**config.mk**
```make
export PLATFORM = sky130hd
export DESIGN_NAME = gated_tick_counter
export DESIGN_NICKNAME = d
export VERILOG_FILES = /design/src/rtl/tmr_pkg.sv /design/src/rtl/tmr_fall_detect.sv /design/src/rtl/tmr_prescale.sv /design/src/rtl/tmr_count_core.sv /design/src/rtl/gated_tick_counter.sv
export SDC_FILE = /design/constraint.sdc
export NUM_CORES = 1
export LEC_CHECK = 0
export BUFFER_PORTS_ARGS = -buffer_cell sky130_fd_sc_hd__buf_2
export CORE_MARGIN = 3
export CORE_UTILIZATION = 40
export CTS_BUF_LIST = sky130_fd_sc_hd__clkbuf_8 sky130_fd_sc_hd__clkbuf_16
export DETAILED_ROUTE_END_ITERATION = 8
export HOLD_SLACK_MARGIN = 0.12
export PLACE_DENSITY = 0.77
export SETUP_SLACK_MARGIN = 0.3
export SLEW_MARGIN = 20
export SYNTH_ARGS = -nofsm -noshare
export SYNTH_HDL_FRONTEND = slang
export SYNTH_SLANG_ARGS = --single-unit
```
**constraint.sdc**
```tcl
create_clock -name clk -period 5.9 [get_ports clk]
set_clock_uncertainty 0.1 [all_clocks]
set_input_delay 0.885 -clock clk [delete_from_list [all_inputs] [get_ports clk]]
set_output_delay 0.885 -clock clk [all_outputs]
set_load 0.03 [all_outputs]
```
**src/rtl/tmr_pkg.sv**
```systemverilog
package tmr_pkg;
  typedef enum logic {
    SRC_TICK = 1'b0,
    SRC_PIN  = 1'b1
  } src_e;
endpackage

```
**src/rtl/tmr_fall_detect.sv**
```systemverilog
module tmr_fall_detect #(
  parameter int STAGES = 2
) (
  input  logic clk,
  input  logic rst_n,
  input  logic pin_i,
  output logic fall_o
);
  logic [STAGES-1:0] sync_q;
  logic              prev_q;

  always_ff @(posedge clk or negedge rst_n) begin
    if (!rst_n) begin
      sync_q <= '0;
      prev_q <= 1'b0;
    end else begin
      sync_q[0] <= pin_i;
      for (int i = 1; i < STAGES; i++) sync_q[i] <= sync_q[i-1];
      prev_q <= sync_q[STAGES-1];
    end
  end

  assign fall_o = prev_q & ~sync_q[STAGES-1];


  fall_spacing_chk: assert property (@(posedge clk) disable iff (!rst_n)
    fall_o |=> !fall_o);
endmodule

```
**src/rtl/tmr_prescale.sv**
```systemverilog
module tmr_prescale #(
  parameter int DIV = 12
) (
  input  logic clk,
  input  logic rst_n,
  input  logic en_i,
  output logic tick_o
);
  generate
    if (DIV <= 1) begin : g_pass
      assign tick_o = en_i;
    end else begin : g_div
      localparam int PW = $clog2(DIV);
      localparam logic [PW-1:0] LAST = PW'(DIV - 1);
      logic [PW-1:0] phase_q;

      assign tick_o = en_i && (phase_q == LAST);

      always_ff @(posedge clk or negedge rst_n) begin
        if (!rst_n)     phase_q <= '0;
        else if (en_i)  phase_q <= tick_o ? '0 : phase_q + 1'b1;
      end


      tick_spacing_chk: assert property (@(posedge clk) disable iff (!rst_n)
        tick_o |=> !tick_o);
    end
  endgenerate
endmodule

```
**src/rtl/tmr_count_core.sv**
```systemverilog
module tmr_count_core #(
  parameter int BYTE_W    = 8,
  parameter int NARROW_LO = 5
) (
  input  logic              clk,
  input  logic              rst_n,
  input  logic              step_i,
  input  logic              wide_i,
  input  logic              lo_wr_i,
  input  logic [BYTE_W-1:0] lo_data_i,
  input  logic              hi_wr_i,
  input  logic [BYTE_W-1:0] hi_data_i,
  output logic [BYTE_W-1:0] lo_o,
  output logic [BYTE_W-1:0] hi_o,
  output logic              wrap_o
);
  localparam int FW = 2 * BYTE_W;
  localparam int NW = BYTE_W + NARROW_LO;

  logic [BYTE_W-1:0] lo_q, hi_q;
  logic [FW-1:0]     full_val;
  logic [NW-1:0]     narrow_val;
  logic              any_wr, do_step;

  assign full_val   = {hi_q, lo_q};
  assign narrow_val = {hi_q, lo_q[NARROW_LO-1:0]};
  assign any_wr     = lo_wr_i | hi_wr_i;
  assign do_step    = step_i & ~any_wr;
  assign wrap_o     = do_step & (wide_i ? (&full_val) : (&narrow_val));

  always_ff @(posedge clk or negedge rst_n) begin
    if (!rst_n) begin
      lo_q <= '0;
      hi_q <= '0;
    end else if (any_wr) begin
      if (lo_wr_i) lo_q <= lo_data_i;
      if (hi_wr_i) hi_q <= hi_data_i;
    end else if (do_step) begin
      if (wide_i) {hi_q, lo_q} <= full_val + 1'b1;
      else        {hi_q, lo_q[NARROW_LO-1:0]} <= narrow_val + 1'b1;
    end
  end

  assign lo_o = lo_q;
  assign hi_o = hi_q;


  narrow_top_keep_chk: assert property (@(posedge clk) disable iff (!rst_n)
    (!wide_i && !lo_wr_i) |=> $stable(lo_q[BYTE_W-1:NARROW_LO]));

  lo_write_chk: assert property (@(posedge clk) disable iff (!rst_n)
    lo_wr_i |=> lo_q == $past(lo_data_i));

  hi_write_chk: assert property (@(posedge clk) disable iff (!rst_n)
    hi_wr_i |=> hi_q == $past(hi_data_i));
endmodule

```
**src/rtl/gated_tick_counter.sv**
```systemverilog
module gated_tick_counter #(
  parameter int BYTE_W      = 8,
  parameter int NARROW_LO   = 5,
  parameter int DIV         = 12,
  parameter int SYNC_STAGES = 2
) (
  input  logic              clk,
  input  logic              rst_n,
  input  logic              cnt_pin,
  input  logic              gate_pin,
  input  logic              run_en,
  input  logic              gate_mode,
  input  logic              src_sel,
  input  logic              wide_mode,
  input  logic              lo_wr_en,
  input  logic [BYTE_W-1:0] lo_wr_data,
  input  logic              hi_wr_en,
  input  logic [BYTE_W-1:0] hi_wr_data,
  input  logic              flag_clr,
  output logic [BYTE_W-1:0] count_lo,
  output logic [BYTE_W-1:0] count_hi,
  output logic              ovf_flag
);
  import tmr_pkg::*;

  src_e src;
  logic count_en, tick, fall, step, wrap, flag_q;

  assign src      = src_e'(src_sel);
  assign count_en = run_en & (~gate_mode | gate_pin);

  tmr_prescale #(.DIV(DIV)) u_presc (
    .clk    (clk),
    .rst_n  (rst_n),
    .en_i   (count_en && (src == SRC_TICK)),
    .tick_o (tick)
  );

  tmr_fall_detect #(.STAGES(SYNC_STAGES)) u_edge (
    .clk    (clk),
    .rst_n  (rst_n),
    .pin_i  (cnt_pin),
    .fall_o (fall)
  );

  assign step = count_en & ((src == SRC_PIN) ? fall : tick);

  tmr_count_core #(.BYTE_W(BYTE_W), .NARROW_LO(NARROW_LO)) u_core (
    .clk       (clk),
    .rst_n     (rst_n),
    .step_i    (step),
    .wide_i    (wide_mode),
    .lo_wr_i   (lo_wr_en),
    .lo_data_i (lo_wr_data),
    .hi_wr_i   (hi_wr_en),
    .hi_data_i (hi_wr_data),
    .lo_o      (count_lo),
    .hi_o      (count_hi),
    .wrap_o    (wrap)
  );

  always_ff @(posedge clk or negedge rst_n) begin
    if (!rst_n)        flag_q <= 1'b0;
    else if (wrap)     flag_q <= 1'b1;
    else if (flag_clr) flag_q <= 1'b0;
  end

  assign ovf_flag = flag_q;


  flag_sticky_chk: assert property (@(posedge clk) disable iff (!rst_n)
    (ovf_flag && !flag_clr) |=> ovf_flag);

  flag_set_wins_chk: assert property (@(posedge clk) disable iff (!rst_n)
    wrap |=> ovf_flag);

  idle_hold_chk: assert property (@(posedge clk) disable iff (!rst_n)
    (!run_en && !lo_wr_en && !hi_wr_en) |=> ($stable(count_lo) && $stable(count_hi)));

  wide_wrap_chk: assert property (@(posedge clk) disable iff (!rst_n)
    (wrap && wide_mode) |=> (count_lo == '0 && count_hi == '0));
endmodule

```
Word level (Yosys, flattened, before mapping) --
Index checks and enable logic that the tools add are counted.
Operators by class: eq/ne operators 3, multiplexer cells 14, shift-type cells 0, divide/modulo/power cells 0, $add $sub $neg 3, multipliers 0, reductions and logical operators 10, bitwise gates (word level) 11, $lt $le $gt $ge 0
Operators with widths (count):
- $mux 8 | 7
- $add 16x1->16 const B | 1
- $reduce_and 16->1 | 1
- $add 13x1->13 const B | 1
- $reduce_and 13->1 | 1
- $reduce_bool 2->1 | 3
- $and 1x1->1 | 5
- $mux 5 | 1
- $add 4x1->4 const B | 1
- $eq 4x4->1 const B | 1
- $mux 1 | 4
- $mux 4 | 1
- $ne 2x2->1 const B | 2
- $not 1->1 | 4
- $reduce_and 2->1 | 2
- $mux 3 | 1
- $reduce_and 3->1 | 1
- $logic_and 1x1->1 | 2
- $or 1x1->1 | 2
Word-level totals: logic and storage cells 48, bits in registers 24, bits in latches 0, memories 0, ROM bits 0, output and inout bits 17, bits of input ports 27, memory bits (writable) 0

Longest topological paths before layout --
Gate-level depths: netlist of run 1.
depth after elaboration 10, mapped depth 6, mapped depth without buffers 6

By module --
From an unflattened synthesis of run 1, not the netlist that was laid out.
Unflattened totals: cell total of the unflattened synthesis 146, area total of the unflattened synthesis 1395.1 sq um
By module, submodules not included:
- tmr_count_core | cells each 114, area an instance 1019.7 sq um, times used 1
- tmr_prescale | cells each 20, area an instance 212.7 sq um, times used 1
- tmr_fall_detect | cells each 4, area an instance 88.8 sq um, times used 1
- gated_tick_counter | cells each 8, area an instance 73.8 sq um, times used 1

Worst setup path before layout of run 1 --
No wires, ideal clock.
kind input port to flip-flop, start point input wide_mode, end point register u_core.hi_q[7] (netlist: u_core.hi_o[7]), cell stages on the path 5, data arrival time 2.161 ns, slack 3.514 ns, path through nand4_2 -> or3_4 -> a2111oi_4 -> xor2_1 -> mux2_2
Between the ends: cells in the longest elaborated chain, start to end 3
Ends and longest elaborated chain:
- from (decl) | line gated_tick_counter.sv:14 | input logic wide_mode,
- $mux 8 | line tmr_count_core.sv:39 | if (wide_i) {hi_q, lo_q} <= full_val + 1'b1;
- $mux 8 | line tmr_count_core.sv:38 | end else if (do_step) begin
- $mux 8 | line tmr_count_core.sv:35 | end else if (any_wr) begin
- to (signal assigned) | line tmr_count_core.sv:37 | if (hi_wr_i) hi_q <= hi_data_i;
- to (signal assigned) | line tmr_count_core.sv:39
- to (signal assigned) | line tmr_count_core.sv:40 | else {hi_q, lo_q[NARROW_LO-1:0]} <= narrow_val + 1'b1;
- to (decl) | line tmr_count_core.sv:20 | logic [BYTE_W-1:0] lo_q, hi_q;
No other way between the ends. The select of a mux whose other input is x is not followed. A chain may end at the register's enable or synchronous reset.

Worst setup path after layout of run 1 --
start point input src_sel, end point register u_core.hi_q[5] (netlist: u_core.hi_o[5])
Between the ends: cells in the longest elaborated chain, start to end 8
Ends and longest elaborated chain:
- from (decl) | line gated_tick_counter.sv:13 | input logic src_sel,
- $not 1->1 | line gated_tick_counter.sv:35 | .en_i (count_en && (src == SRC_TICK)),
- $logic_and 1x1->1 | line gated_tick_counter.sv:35
- $logic_and 1x1->1 | line tmr_prescale.sv:17 | assign tick_o = en_i && (phase_q == LAST);
- $mux 1 (*) | line gated_tick_counter.sv:46 | assign step = count_en & ((src == SRC_PIN) ? fall : tick);
- $and 1x1->1 (*) | line gated_tick_counter.sv:46
- $and 1x1->1 (*) | line tmr_count_core.sv:28 | assign do_step = step_i & ~any_wr;
- $reduce_bool 2->1 (no source line) (*)
- $reduce_and 2->1 (no source line) (*)
Every way passes the cells marked *; elsewhere a longest branch is shown, timed or not.

==> metrics.txt, run 1 <==
WL final=3040 um; r2r worst-path depth=6; Sw Ratio=approximately 33%; maximum clock insertion buffer count=2; Remaining DRCs=0; Fillers=337; Multi-input gate area=roughly 750 um^2; diode count=0; Port Buffers=43; FF-to-FF setup slack=3.72 ns; Die Span Y=65.1 um; Post-Syn Area per Cell=10.1 um^2; via/cell ratio=5.32; Tcrit/Tclk final=38.9%; Synth async-reset ratio=100%; Switch Pwr=139 uW; Cell Area, Synth=1400 um^2; fin nets=214; utilization after layout=52.7%; pwr dens=around 250 nW/um^2; vias in the first global route=between 1000 and 1500; Root Buffer=clkbuf_8; Yosys warning total=0; iteration-0 DRC count of the detailed router=between 40 and 50; Post-Syn Nets=169; Final min period=2.30 ns; most common cell after layout, fill and taps aside=buf_2; first-pass GRT wire length=5150 um; worst-margin pin slew=0.530 ns; Max Clock Freq=435 MHz; DP Area=1650 um^2; Worst setup EP type=register; Reg clk slew, reported paths=0.08 ns; Final Setup Violations=0; clock share of power=a little under a quarter; post-DP HPWL=between 2000 and 2500 um; Max rail drop VDD=0.130 mV; DR vias=1202; startpoint types=input pin; router iterations before antenna repair=4; RSZ-0062 raised after global routing=false; outcome=completed; Finished Cell Area=1690 um^2; GRT overflow=0; wire per inst=approximately 13 um; Slew Limit Fails=0; I/O pins=44; Die W=65.1 um; Core Area=3200 um^2; Resize count post-CTS=0; final hold violations=0; Max-Slew Margin vs Limit=64.7%; Antenna Nets Post-Route=0; peak fanout along the critical path=5; Reg power frac=51.3%; H-tree depth=1; TritonCTS Buffers=3; Hold Crit Depth=0; worst skew pair latency=0.27 ns; Synth-to-Final Area Change=20.8%; internal power=276 uW; hold_buf cts=0; Pwr Total=between 400 and 500 uW; Yosys cell types=41; Die ar.=approximately 4200 um^2; crit path kind=input pin to register; FF+latch count, synth=24; Post-CTS Setup Inserts=0; Syn Inst Count=139; leakage=around 0.72 nW; ys flop type=dfrtp_1; synth top area cells=dfrtp_1, o21ai_0, xnor2_1; Post-synth EDFFs=0; Hold/Removal Path Class=register to register; layout cells sized above 1=33.0%; CTS tree=done; WP data required=around 6 ns; Num Clock Sinks=24; leading area contributor after synthesis=dfrtp_1; Cell Rows=20; sequential share of the synthesized area=42.9%; routability cong.=0.828; register area=601 um^2; Comb pwr share=between 20% and 30%; Max Cap Viol=0; Synth top area share=42.9%; largest net degree at the start of global routing=25; critical path arrival=2.37 ns; gr usage total=15.7%; Initial Util=43.7%; Post-Route Setup TNS=0 ns; most frequent cells in the layout=buf_2, dfrtp_1, nand2_1; initial antenna violation count=0
[power groups by stage]
stage / clock network, mW / registers, mW / logic (mW)
floorplan: 0 / 0.231 / 0.0537
global placement: 0 / 0.215 / 0.105
detailed placement: 0 / 0.216 / 0.107
CTS: 0.0992 / 0.213 / 0.107
global route: 0.105 / 0.217 / 0.119
finish: 0.0964 / 0.213 / 0.106
[state kept, by name, summed over array words and instances, names as in the netlist]
register	flops
ovf_flag	1
u_presc.g_div.phase_q	4
u_edge.prev_q	1
u_core.hi_o	8
u_core.lo_o	8
u_edge.sync_q	2
[area by class of cell]
cell class	instances	area share, %
inverters	6	1.33
repair buffers	43	12.7
multi-input cells	106	44.7
well taps	44	3.26
flip-flops and latches	24	35.6
clock buffers	3	2.44
[worst paths after layout]
path	startpoint	end
hold / removal	u_edge.sync_q[0]	u_edge.sync_q[1]
setup / recovery	src_sel	u_core.hi_o[5]
hold reg to reg	u_edge.sync_q[0]	u_edge.sync_q[1]
setup reg to reg	u_core.lo_o[0]	u_core.hi_o[7]
max in group asynchronous	rst_n	u_core.hi_o[5]
min in group asynchronous	rst_n	u_core.lo_o[0]
[per-stage QoR]
step                worst slack (ns)  instances  hold slack (ns)
floorplan                       3.51        139            0.231
global placement                3.34        223            0.234
detailed placement              3.32        223            0.237
CTS                             3.60        226            0.256
global route                    3.54        226            0.260
finish                          3.60        226            0.254
[per-layer routing]
layer / wire (um) / GRT usage (%) / vias up / share of wire [%]
met1: 1410 / 21.1 / 553 / 46
met3: 177 / 2.74 / 5 / 5.8
li1: - / - / 602 / -
met5: 0 / 0 / - / 0
met2: 1400 / 24.5 / 42 / 46
met4: 58 / 7.51 / 0 / 1.9
[cells in the mapped netlist (3+ instances only)]
library cell  instances
dfrtp_1              24
ha_1                  3
inv_1                 6
mux2_2                3
nand2_1              18
nand3_1               3
nor2_1                7
nor3_1                5
o2111ai_1             3
o21ai_0              17
xnor2_1               8
xor2_1                4
[worst max-delay path, stage by stage]
cell and delay [ns]:
buf_2 0.11, and4bb_2 0.33, o2111ai_2 0.25, nor2_1 0.41, a221oi_1 0.14, a311oi_1 0.25
[cell families (layout without fill, tap and decap cells)]
group	Yosys count	in the layout	share of synthesized area (%)
AO/OA/AOI/OAI	35	35	19.7
XOR/XNOR	12	12	7.51
adder cells (fa/ha/maj)	3	3	2.68
buffers and inverters	9	52	3.13
flip-flops	24	24	42.9
multiplexers	5	5	3.85
AND/OR/NAND/NOR	51	51	20.2
Note: power is estimated with default switching activity, not from simulation.
==> run 2: changes to the inputs <==
- PLACE_DENSITY: 0.77 -> 0.8
- clock period: 5.9 -> 1.9 ns (I/O delays scaled with it)
==> run 2 against run 1 <==
  * Clock-buffer cell count is the same
  * Largest power group unchanged
  * The flow now finishes with violations (setup timing)
  * Utilization up 18 points
  * Non-clock buffer count rose by 37
  * Final cell count is 17% higher
  * Total power increased to 4.1 times the previous value
  * Routed wire length grew 53%
  * Clock power rose to 4.8 times the previous value
  * Highest routed layer unchanged
==> metrics.txt, run 2 (synthesis results as in run 1) <==
Hold Crit Depth=3 (+3); largest net degree at the start of global routing=25 (unchanged); Antenna Nets Post-Route=0 (unchanged); Pwr Total=1.70 mW (+310%); gr usage total=19.8% (+4.2 points); utilization after layout=70.8% (+18 points); Die ar.=4240 um^2 (unchanged); Hold/Removal Path Class=input pin to register; r2r worst-path depth=7 (+1); failing checks=setup timing; first-pass GRT wire length=6590 um (+28%); Max-Slew Margin vs Limit=63.3% (-1.3 points); worst skew pair latency=0.28 ns (about the same); routability cong.=0.777 (-6.1%); Hold Startpoint=lo_wr_data[3]; Fillers=240 (-29%); initial antenna violation count=0 (unchanged); H-tree depth=1 (unchanged); vias in the first global route=1426 (+27%); Die W=65.1 um (unchanged); most frequent cells in the layout=buf_2, buf_4, dfrtp_1; peak fanout along the critical path=3 (-2); RSZ-0062 raised after global routing=true; worst-margin pin slew=0.550 ns (+0.0197 ns); router iterations before antenna repair=4 (unchanged); Root Buffer=clkbuf_8; Max Cap Viol=0 (unchanged); outcome=complete, but fails checks; Post-Route Setup TNS=-0.342 ns (-0.342 ns); Die Span Y=65.1 um (unchanged); fin nets=251 (+17%); layout cells sized above 1=57.3% (+24 points); WL final=4640 um (+53%); startpoint types=register; Synth-to-Final Area Change=62.1%; post-DP HPWL=2570 um (+7.6%); Slew Limit Fails=0 (unchanged); Setup WS post-layout=-0.0804 ns (-3.68 ns); CTS tree=done; WP data required=1.96 ns (-4.02 ns); Num Clock Sinks=24 (unchanged); R2R Path End=u_core.lo_o[5]; leakage=0.958 nW (+33%); Hold Path End=u_core.lo_o[3]; register area=608 um^2 (+1.2%); FF-to-FF setup slack=-0.08 ns (-3.80 ns); most common cell after layout, fill and taps aside=buf_2; Worst setup EP type=register; Reg clk slew, reported paths=0.09 ns (about the same); via/cell ratio=5.53 (+4.1%); Final min period=1.98 ns; diode count=0 (unchanged); worst flop-to-flop path startpoint=u_presc.g_div.phase_q[0]; maximum clock insertion buffer count=2 (unchanged); final hold violations=0 (unchanged); GRT overflow=0 (unchanged); DR vias=1461 (+22%); I/O pins=44 (unchanged); iteration-0 DRC count of the detailed router=71 (+54%); wire per inst=17.6 um (+31%); TritonCTS Buffers=3 (unchanged); pwr dens=750 nW/um^2 (+210%); Final Setup Violations=8 (+8); Tcrit/Tclk final=104%; Multi-input gate area=961 um^2 (+27%); crit path kind=register to register; Initial Util=43.7% (unchanged); Remaining DRCs=0 (unchanged); critical path arrival=2.04 ns (-0.33 ns); Critical path origin=u_presc.g_div.phase_q[0]; Port Buffers=43 (unchanged); Cell Rows=20 (unchanged); Max rail drop VDD=0.393 mV (+200%); Core Area=3200 um^2 (unchanged); Max Clock Freq=505 MHz
==> run 2: cell types whose count changed in the layout (fill, tap and decap cells not counted), moves of 3 or more <==
cell,delta
ha_1,-3
nor3_1,-3
o21ai_0,-13
dfrtp_1,-6
dlygate4sd3_1,+3
dfrtp_2,+6
buf_6,+9
o21ai_1,+12
o2111ai_1,-3
buf_4,+25
==> run 2: area by class of cell <==
type / count / area share [%]
clock buffer: 3 / 1.82
clock inverter: 1 / 1.32
inverter: 6 / 0.993
multi-input combinational: 106 / 42.4
sequential: 24 / 26.8
tap: 44 / 2.43
timing repair buffer: 80 / 24.2
==> run 2: worst max-delay path by stage <==
stage / to / depth (start not counted)
after floorplan: u_core.hi_o[7] / 5
after global placement: u_core.hi_o[7] / 6
after detailed placement: u_core.hi_o[7] / 6
after CTS: u_core.hi_o[7] / 6
after global routing: u_core.lo_o[5] / 7
final: u_core.lo_o[5] / 7
==> run 2: critical path, cell delays in order (launching register included) <==
cell and delay (ns):
dfrtp_1 0.39, ha_2 0.18, and4bb_2 0.27, o211ai_1 0.29, buf_4 0.23, nor4_4 0.05, xnor2_1 0.24, o21ai_1 0.11
==> run 2: timing repair <==
item / in CTS / in global routing
pin swaps: 24 / 15
gates resized for setup: 32 / 16
endpoints found under the setup margin: 17 / 18
buffers inserted: 11 / 5
hold buffers: 3 / 0
endpoints found under the hold margin: 26 / 0
==> run 2: layer usage <==
metal	wire, um	share of wire, %	GRT usage (%)	vias to the layer above
met4	162	3.5	7.51	0
li1	-	-	-	676
met3	305	6.6	3.25	18
met2	2370	51	34.7	74
met5	0	0	0	-
met1	1800	39	24.5	693
==> run 2: power breakdown <==
part | internal (mW) | switching [mW] | leakage (nW) | total, mW
Clock | 0.283 | 0.181 | 0.0357 | 0.464
Sequential | 0.583 | 0.0621 | 0.283 | 0.645
Combinational | 0.280 | 0.311 | 0.640 | 0.591
Total | 1.15 | 0.554 | 0.958 | 1.70
==> run 2: metrics by stage <==
step / instances / area [um^2] / hold slack [ns] / setup slack, ns
after global placement: 241 / 1840 / 0.199 / 0.0172
final: 264 / 2270 / 0.113 / -0.0804
after detailed placement: 241 / 1840 / 0.202 / -0.0288
after CTS: 259 / 2150 / 0.123 / -0.00668
after global routing: 264 / 2270 / 0.130 / -0.143
after floorplan: 139 / 1450 / -0.111 / -0.104
